**src/rtl/spi_evt_pkg.sv**
```systemverilog
package spi_evt_pkg;
  localparam int REG_W  = 32;
  localparam int ADDR_W = 2;
  localparam int N_ERR  = 5;

  // enable register bit positions
  localparam int HIZ_BIT  = 24;
  localparam int DMA_BIT  = 16;
  localparam int TXIE_BIT = 9;
  localparam int RXIE_BIT = 8;
  localparam int OVIE_BIT = 6;

  localparam logic [REG_W-1:0] EN_MASK =
      (REG_W'(1) << HIZ_BIT) | (REG_W'(1) << DMA_BIT) | (REG_W'(1) << TXIE_BIT) |
      (REG_W'(1) << RXIE_BIT) | (REG_W'(1) << OVIE_BIT) | ((REG_W'(1) << N_ERR) - REG_W'(1));

  // flag register read positions
  localparam int RD_TX  = 0;
  localparam int RD_RX  = 1;
  localparam int RD_OVR = 2;
  localparam int RD_ERR = 8;

  // internal flag vector indices
  localparam int FL_TX  = 0;
  localparam int FL_RX  = 1;
  localparam int FL_OVR = 2;
  localparam int FL_ERR = 3;
  localparam int N_FL   = FL_ERR + N_ERR;

  localparam logic [ADDR_W-1:0] ADDR_EN   = ADDR_W'(0);
  localparam logic [ADDR_W-1:0] ADDR_FLAG = ADDR_W'(1);
endpackage

```
**src/rtl/spi_evt_regs.sv**
```systemverilog
module spi_evt_regs
  import spi_evt_pkg::*;
(
  input  logic             clk_i,
  input  logic             rst_ni,
  input  logic             wr_i,
  input  logic [REG_W-1:0] wdata_i,
  output logic [REG_W-1:0] en_o
);
  logic [REG_W-1:0] en_q;

  always_ff @(posedge clk_i or negedge rst_ni) begin
    if (!rst_ni)   en_q <= '0;
    else if (wr_i) en_q <= wdata_i & EN_MASK;
  end

  assign en_o = en_q;

  a_r2_hold: assert property (@(posedge clk_i) disable iff (!rst_ni)
    !wr_i |=> $stable(en_o));
endmodule

```
**src/rtl/spi_evt_flags.sv**
```systemverilog
module spi_evt_flags
  import spi_evt_pkg::*;
(
  input  logic             clk_i,
  input  logic             rst_ni,
  input  logic             tx_set_i,
  input  logic             rx_set_i,
  input  logic [N_ERR-1:0] err_set_i,
  input  logic             tx_clr_i,
  input  logic             rx_clr_i,
  input  logic [N_FL-1:0]  w1c_i,
  output logic [N_FL-1:0]  flags_o
);
  logic [N_FL-1:0] flag_q, set_v, clr_v;

  always_comb begin
    set_v = '0;
    set_v[FL_TX]  = tx_set_i;
    set_v[FL_RX]  = rx_set_i;
    set_v[FL_OVR] = rx_set_i & flag_q[FL_RX];  // new word over an unread one
    set_v[FL_ERR +: N_ERR] = err_set_i;
    clr_v = w1c_i;
    clr_v[FL_TX] = w1c_i[FL_TX] | tx_clr_i;
    clr_v[FL_RX] = w1c_i[FL_RX] | rx_clr_i;
  end

  for (genvar g = 0; g < N_FL; g++) begin : g_flag
    always_ff @(posedge clk_i or negedge rst_ni) begin
      if (!rst_ni) flag_q[g] <= 1'b0;
      else         flag_q[g] <= set_v[g] | (flag_q[g] & ~clr_v[g]);  // set wins
    end
  end

  assign flags_o = flag_q;

  a_r3_tx_set_wins: assert property (@(posedge clk_i) disable iff (!rst_ni)
    tx_set_i |=> flags_o[FL_TX]);
  a_r4_rx_set_wins: assert property (@(posedge clk_i) disable iff (!rst_ni)
    rx_set_i |=> flags_o[FL_RX]);
  a_r5_ovr_set: assert property (@(posedge clk_i) disable iff (!rst_ni)
    (rx_set_i && flags_o[FL_RX]) |=> flags_o[FL_OVR]);
  a_r5_ovr_sticky: assert property (@(posedge clk_i) disable iff (!rst_ni)
    (flags_o[FL_OVR] && !w1c_i[FL_OVR]) |=> flags_o[FL_OVR]);
  a_r8_err_set: assert property (@(posedge clk_i) disable iff (!rst_ni)
    (err_set_i != '0) |=> ((flags_o[FL_ERR +: N_ERR] & $past(err_set_i)) == $past(err_set_i)));
endmodule

```
**src/rtl/spi_evt_dma.sv**
```systemverilog
module spi_evt_dma #(
  parameter int N_CH = 2
) (
  input  logic            clk_i,
  input  logic            rst_ni,
  input  logic            en_i,
  input  logic [N_CH-1:0] evt_i,
  output logic [N_CH-1:0] req_o
);
  for (genvar g = 0; g < N_CH; g++) begin : g_ch
    logic req_q;
    always_ff @(posedge clk_i or negedge rst_ni) begin
      if (!rst_ni) req_q <= 1'b0;
      else         req_q <= en_i & evt_i[g];
    end
    assign req_o[g] = req_q;

    a_r9_pulse: assert property (@(posedge clk_i) disable iff (!rst_ni)
      (en_i && evt_i[g]) |=> req_o[g]);
    a_r10_quiet: assert property (@(posedge clk_i) disable iff (!rst_ni)
      !en_i |=> !req_o[g]);
  end
endmodule

```
**src/rtl/spi_evt_ctrl.sv**
```systemverilog
module spi_evt_ctrl
  import spi_evt_pkg::*;
(
  input  logic              clk_i,
  input  logic              rst_ni,
  input  logic              global_en_i,
  input  logic              req_i,
  input  logic              we_i,
  input  logic [ADDR_W-1:0] addr_i,
  input  logic [REG_W-1:0]  wdata_i,
  output logic [REG_W-1:0]  rdata_o,
  input  logic              tx_load_i,
  input  logic              rx_load_i,
  input  logic              data_wr_i,
  input  logic              data_rd_i,
  input  logic [N_ERR-1:0]  err_evt_i,
  input  logic              wait_req_i,
  output logic              tx_irq_o,
  output logic              rx_irq_o,
  output logic              err_irq_o,
  output logic              tx_dma_o,
  output logic              rx_dma_o,
  output logic              wait_o,
  output logic              wait_oe_o
);
  logic             wr_en, wr_fl;
  logic [REG_W-1:0] en;
  logic [N_FL-1:0]  flags, w1c;
  logic [1:0]       dma_req;

  assign wr_en = req_i & we_i & (addr_i == ADDR_EN);
  assign wr_fl = req_i & we_i & (addr_i == ADDR_FLAG);

  always_comb begin
    w1c = '0;
    w1c[FL_TX]  = wr_fl & wdata_i[RD_TX];
    w1c[FL_RX]  = wr_fl & wdata_i[RD_RX];
    w1c[FL_OVR] = wr_fl & wdata_i[RD_OVR];
    w1c[FL_ERR +: N_ERR] = {N_ERR{wr_fl}} & wdata_i[RD_ERR +: N_ERR];
  end

  spi_evt_regs u_regs (
    .clk_i   (clk_i),
    .rst_ni  (rst_ni),
    .wr_i    (wr_en),
    .wdata_i (wdata_i),
    .en_o    (en)
  );

  spi_evt_flags u_flags (
    .clk_i     (clk_i),
    .rst_ni    (rst_ni),
    .tx_set_i  (tx_load_i),
    .rx_set_i  (rx_load_i),
    .err_set_i (err_evt_i),
    .tx_clr_i  (data_wr_i),
    .rx_clr_i  (data_rd_i),
    .w1c_i     (w1c),
    .flags_o   (flags)
  );

  spi_evt_dma #(.N_CH(2)) u_dma (
    .clk_i  (clk_i),
    .rst_ni (rst_ni),
    .en_i   (en[DMA_BIT] & global_en_i),
    .evt_i  ({rx_load_i, tx_load_i}),
    .req_o  (dma_req)
  );

  assign tx_dma_o = dma_req[0];
  assign rx_dma_o = dma_req[1];

  assign tx_irq_o  = flags[FL_TX] & en[TXIE_BIT];
  assign rx_irq_o  = (flags[FL_RX] & en[RXIE_BIT]) | (flags[FL_OVR] & en[OVIE_BIT]);
  assign err_irq_o = |(flags[FL_ERR +: N_ERR] & en[N_ERR-1:0]);

  // pin pulled low on request; released high or floated by the float enable
  assign wait_o    = ~wait_req_i;
  assign wait_oe_o = wait_req_i | ~en[HIZ_BIT];

  always_comb begin
    rdata_o = '0;
    unique case (addr_i)
      ADDR_EN:   rdata_o = en;
      ADDR_FLAG: begin
        rdata_o[RD_TX]  = flags[FL_TX];
        rdata_o[RD_RX]  = flags[FL_RX];
        rdata_o[RD_OVR] = flags[FL_OVR];
        rdata_o[RD_ERR +: N_ERR] = flags[FL_ERR +: N_ERR];
      end
      default:   rdata_o = '0;
    endcase
  end

  a_r6_tx_irq: assert property (@(posedge clk_i) disable iff (!rst_ni)
    tx_irq_o |-> (flags[FL_TX] && en[TXIE_BIT]));
  a_r7_ovr_irq: assert property (@(posedge clk_i) disable iff (!rst_ni)
    (flags[FL_OVR] && en[OVIE_BIT]) |-> rx_irq_o);
  a_r11_float: assert property (@(posedge clk_i) disable iff (!rst_ni)
    (en[HIZ_BIT] && !wait_req_i) |-> !wait_oe_o);
  a_r11_low: assert property (@(posedge clk_i) disable iff (!rst_ni)
    wait_req_i |-> (wait_oe_o && !wait_o));
endmodule

```
**config.mk**
```make
export PLATFORM = sky130hd
export DESIGN_NAME = spi_evt_ctrl
export DESIGN_NICKNAME = d
export VERILOG_FILES = /design/src/rtl/spi_evt_pkg.sv /design/src/rtl/spi_evt_regs.sv /design/src/rtl/spi_evt_flags.sv /design/src/rtl/spi_evt_dma.sv /design/src/rtl/spi_evt_ctrl.sv
export SDC_FILE = /design/constraint.sdc
export NUM_CORES = 1
export LEC_CHECK = 0
export ABC_CLOCK_PERIOD_IN_PS = 1400
export BUFFER_PORTS_ARGS = -buffer_cell sky130_fd_sc_hd__buf_2
export CORE_ASPECT_RATIO = 1.1
export CORE_MARGIN = 3
export CORE_UTILIZATION = 35
export DETAILED_ROUTE_END_ITERATION = 6
export PLACE_DENSITY = 0.71
export SLEW_MARGIN = 20
export SYNTH_ARGS = -nofsm -noshare
export SYNTH_HDL_FRONTEND = slang
export SYNTH_SLANG_ARGS = --single-unit
```
**constraint.sdc**
```tcl
create_clock -name clk_i -period 1.4 [get_ports clk_i]
set_clock_uncertainty 0.05 [all_clocks]
set_input_delay 0.28 -clock clk_i [delete_from_list [all_inputs] [get_ports clk_i]]
set_output_delay 0.28 -clock clk_i [all_outputs]
set_load 0.02 [all_outputs]
```
* Yosys cells after proc, flatten, opt, wreduce, memory -nomap -nowiden
Cells that the tools add are included.
** Word-level totals
- Register bits :: 20
- Input bits :: 49
- Memories kept :: 0
- Latch bits :: 0
- ROM bits :: 0
- RAM bits :: 0
** Cells by class
- Shift-type cells :: 0
- Div/mod/pow operators :: 0
- Bitwise logic cells :: 45
- Muxes and demuxes :: 4
- Add/subtract/negate cells :: 0
- Equal/unequal tests :: 1
- Multipliers :: 0
- Order comparisons :: 0
- Reduce and logical (&&, ||, !) cells :: 2
** Operators with widths (number)
- 1-bit bitwise AND :: 21
- 12-bit 2-to-1 mux :: 1
- 1-bit OR :: 12
- 5-bit bitwise AND :: 2
- 1-bit NOT :: 10
- 5-bit one-hot mux with 2 select lines :: 1
- 3-bit one-hot mux with 2 select lines :: 1
- 5-bit OR reduction :: 1
- 4-bit 2-to-1 mux :: 1
- 2-bit by 1-bit equality test with 1-bit output (second input constant) :: 1
- 2-bit zero test :: 1

* Longest topological paths before layout
- Word-level depth :: 7
- Mapped depth :: 4
- Depth with buffers taken out :: 2

* Cells and area by module
From an unflattened synthesis, not the netlist that was laid out.
** Unflattened totals
- Cells, all modules :: 138
- Area, all modules :: 1370.1 µm²
** Modules (own cells, without submodules)
- spi_evt_regs :: instances 1, cells an instance 44, area each 580.6 µm²
- spi_evt_ctrl :: instances 1, cells an instance 63, area each 420.4 µm²
- spi_evt_flags :: instances 1, cells an instance 25, area each 291.5 µm²
- spi_evt_dma :: instances 1, cells an instance 6, area each 77.6 µm²

* Worst setup path before layout
OpenSTA, ideal clock, no wires.
- Path kind :: input to register
- Start :: input addr_i[1]
- End :: register u_regs.en_q[0], in the netlist u_regs.en_o[0]
- Data required time :: 1.225 ns
- Path buffers :: 2
- Library setup time :: 0.125 ns
- Slack :: 0.063 ns
- Arrival time :: 1.162 ns
- Stages on the path :: 4
- Cell sequence :: buf_6 nor4bb_4 buf_6 mux2_4
** On the way
- Longest elaborated chain between the ends :: 2
** Ends and longest elaborated chain
- start, declared :: line spi_evt_ctrl.sv:9 : input logic [ADDR_W-1:0] addr_i,
- 2-bit zero test :: line spi_evt_ctrl.sv:31 : assign wr_en = req_i & we_i & (addr_i == ADDR_EN);
- 1-bit bitwise AND :: line spi_evt_ctrl.sv:31
- end signal, assigned :: line spi_evt_regs.sv:14 : else if (wr_i) en_q <= wdata_i & EN_MASK;
- end, declared :: line spi_evt_regs.sv:10 : logic [REG_W-1:0] en_q;
Every way passes these cells.
A chain may end at the register's enable or synchronous reset.

* Worst setup path after layout
- Start :: register u_flags.flag_q[7], in the netlist u_flags.flags_o[7]
- End :: output err_irq_o
** On the way
- Longest elaborated chain between the ends :: 2
** Ends and longest elaborated chain
- start, declared :: line spi_evt_flags.sv:14 : logic [N_FL-1:0] flag_q, set_v, clr_v;
- start signal, assigned by index :: line spi_evt_flags.sv:30 : else flag_q[g] <= set_v[g] | (flag_q[g] & ~clr_v[g]);
- 5-bit bitwise AND :: line spi_evt_ctrl.sv:75 : assign err_irq_o = |(flags[FL_ERR +: N_ERR] & en[N_ERR-1:0]);
- 5-bit OR reduction :: line spi_evt_ctrl.sv:75
- end, declared :: line spi_evt_ctrl.sv:20 : output logic err_irq_o,
Every way passes these cells.

==> results summary <==
The total iterations of the first detailed-routing run came out at 4. Among all flip-flop cells after synthesis, the most frequent one is sky130_fd_sc_hd__dfrtp_1. The initial antenna violation count is 0. TritonCTS built the clock tree. The largest net degree at the start of global routing is 21. Synthesis handed over a netlist of 110 instances. The remaining global-route overflow came out at 0.

In this run the static leakage power is 0.8365 nW. The via count of the first global-routing pass is 854. The mean number of vias per cell is 4.426.

The critical path capture point is err_irq_o. By count the netlist is led by sky130_fd_sc_hd__dfrtp_1, sky130_fd_sc_hd__buf_4, sky130_fd_sc_hd__nor2_1, sky130_fd_sc_hd__mux2_4, sky130_fd_sc_hd__and2_1. The critical path required time is 1070 ps. Cells with a size suffix above 1 make up 45.88% of the layout. The area share of fa/ha/maj cells after synthesis is 0%. Yosys attributes the largest share of cell area to sky130_fd_sc_hd__dfrtp_1, sky130_fd_sc_hd__mux2_4, sky130_fd_sc_hd__buf_4. The path depth of the worst reg2reg path came out at 2. The filler-free cell count of the finished design is 204.

Yosys printed 0 warnings. The setup TNS came out at -228.1 ps. Summed over all layers, the routed wires come to 2677 um. Of the synthesized area, sequential elements account for 41.97%. The area fraction in compound gates after synthesis is 6.925%. The number of vias after detailed routing came out at 903.

The logic depth of the worst setup path including buffers is 3. The initial core utilization came out at 37.82%. Data on the critical path arrives at its endpoint at 1280 ps.

The synthesized design contains 0 enable-type register cells. The max-capacitance violation count is 0. The minimum setup slack in the final design came out at -207.4 ps. The floorplan die width came out at 61.65 um.

The cell family contributing the most delay on the critical path is flip-flops. The count of buffers from port buffering came out at 49. Among all stages on the critical path, the largest delay is contributed by sky130_fd_sc_hd__dfrtp_1. In this run the critical register-to-register path is captured at u_regs.en_o[6]. The post-synthesis mux area share is 16.79%. The number of top-level pins came out at 88.

IR analysis of the VDD net gives a maximum drop of 0.0002635 V. The die height is 67.22 um. The final-report hold violation count came out at 0. The startpoint class of the critical path is a flop. In this run, synthesis produced a sequential element count of 20. The summed instance area of the synthesized netlist is 1192 um^2.

The startpoint identified for the worst register-to-register timing path is u_regs.en_o[6]. Summed over all instances, the cell type with the most area after synthesis is sky130_fd_sc_hd__dfrtp_1. The clock latency of the later-clocked register in the worst-skew pair is 280 ps. For this run, the slowest stage of the critical path takes 390 ps. The type of the tightest min-delay check is primary input to flop. The filler cell count is 304.

The final reports fail on setup timing. The detail-routed net length per standard cell came out at 13.12 um. The largest fanout of any net on the critical path came out at 2.

The global-route wire length before repair is 3719 um. The die covers 4144 um^2. The worst setup path is captured at an output port. The signal on the critical path passes through a222oi_1 -> nand2_1 -> buf_6. The net count of the finished layout is 221. The number of clock sinks seen by CTS is 20.

The overall power of the completed layout came out at 1.489 mW. The shortest clock period the worst path allows after layout is 1607 ps. The relative area change from synthesis to final layout came out at 29.07%. The worst path uses 114.8% of the clock period. After synthesis, the largest family of logic cells by area is buffers and inverters. Setup repair after global routing could not meet its margin everywhere. The area of the core region came out at 3153 um^2. For this run, the total global-route usage over all layers was measured as 12.05%. The share of flip-flops with an asynchronous set or reset came out at 100.0%.

For this design the ratio of total power to cell area is 967.8 nW/um^2. The buffer levels on the longest clock path is 2. In the routed design, unresolved DRC markers number 0. After clock tree synthesis, the clock-pin slew on the worst setup and hold paths is 100 ps. The number of clock buffers added by TritonCTS is 3. The count of standard-cell rows is 21. The initial DRC count is 51. The xor-xnor portion of the synthesized cell area came out at 0%. The combined buffer and inverter count along the critical path is 1. Setup violations remaining at the end of the flow were counted as 2. In this run the remaining antenna-violating nets after routing total 0. The share of synthesized cell area in and, or, nand and nor gates is 16.58%. By instance count, the leading cell after synthesis is sky130_fd_sc_hd__dfrtp_1. The root buffer cell chosen for the clock tree is sky130_fd_sc_hd__clkbuf_4. The worst reg-to-reg setup slack is 440 ps. Detailed placement ended at an HPWL of 2140 um. The number of library cell types mapped by synthesis came out at 23. The global placement routability congestion came out at 0.8019. The synthesized area per cell is 10.84 um^2.

The number of placed instances, taps included, is 194. The flow ran to the end, but the final reports show violations. The antenna cell count came out at 0. The critical path startpoint is u_flags.flags_o[7]. The worst setup path is of the flop to output port kind. The minimum hold slack came out at 115.3 ps. The achievable frequency is 0.6221 GHz. The share of the synthesized area in the top cell type is 41.97%. The maximum level of the CTS H-tree came out at 1. The number of max-slew violations in the final report is 0.
## routing by layer
| layer | track usage [%] | wire (um) |
|---|---|---|
| met2 | 19.63 | 1289 |
| met4 | 4.244 | 13 |
| met1 | 15.37 | 1121 |
| met3 | 2.868 | 252 |
| met5 | 0 | 0 |
## kinds of logic after synthesis
group | after synthesis
flops | 20
mux | 15
buf+inv | 30
simple gates | 33
compound gates | 11
other cells | 1
## repair_timing
item                       4_1_cts  5_1_grt
hold buffers                     1        0
resized for setup                3       10
buffers inserted                 3        3
pin swaps                        2        2
hold endpoints to repair        20        0
setup endpoints to repair        4       12
## registers in the layout, summed over array words and instances (netlist names)
signal and cells:
u_regs.en_o 10, u_flags.flags_o 8, u_dma.g_ch.req_q 2
## where the power goes
group	total [mW]	leakage (nW)	internal (mW)	switching, mW
combinational	0.525	0.600	0.272	0.253
clock	0.251	0.0138	0.0998	0.152
sequential	0.713	0.222	0.654	0.0591
total	1.49	0.836	1.03	0.464
## through the flow
step | worst slack [ps] | area, um^2 | utilization [%]
after floorplan | 63.15 | 1260 | -
after global placement | -13.80 | 1424 | 45.16
after detailed placement | -22.22 | 1424 | 45.16
after CTS | -221.4 | 1488 | 47.18
after global routing | -299.8 | 1539 | 48.81
final | -207.4 | 1539 | 48.81
## worst min-delay path by stage
stage                      from             endpoint  slack [ps]  depth (start not counted)
detailed placement       rst_ni       u_regs.en_o[4]         200                          1
floorplan                rst_ni  u_dma.g_ch[0].req_q         -70                          0
global route        wdata_i[11]   u_flags.flags_o[6]          90                          2
finish              wdata_i[12]   u_flags.flags_o[7]         120                          2
global placement         rst_ni       u_regs.en_o[4]         190                          1
CTS                 wdata_i[12]   u_flags.flags_o[7]         100                          2
## layout make-up
cell class	count	area [um^2]	share of cell area (%)
timing repair buffer	62	392.9	25.53
clock buffer	3	22.52	1.463
tap	34	42.54	2.764
sequential	20	500.5	32.52
inverter	7	26.28	1.707
multi-input combinational	78	554.3	36.02
## placed cells by master, fill, tap and decap left out, types with 3 or more instances in the layout
master and count:
sky130_fd_sc_hd__conb_1 19, sky130_fd_sc_hd__nor2_1 11, sky130_fd_sc_hd__buf_2 41, sky130_fd_sc_hd__and2_1 8, sky130_fd_sc_hd__clkbuf_4 3, sky130_fd_sc_hd__nand2_1 3
sky130_fd_sc_hd__nor2b_1 4, sky130_fd_sc_hd__mux2_4 10, sky130_fd_sc_hd__mux2i_1 5, sky130_fd_sc_hd__buf_4 15, sky130_fd_sc_hd__a31oi_1 5, sky130_fd_sc_hd__buf_6 4
sky130_fd_sc_hd__inv_1 7, sky130_fd_sc_hd__dfrtp_1 20
Power figures use the tool's default switching activity.
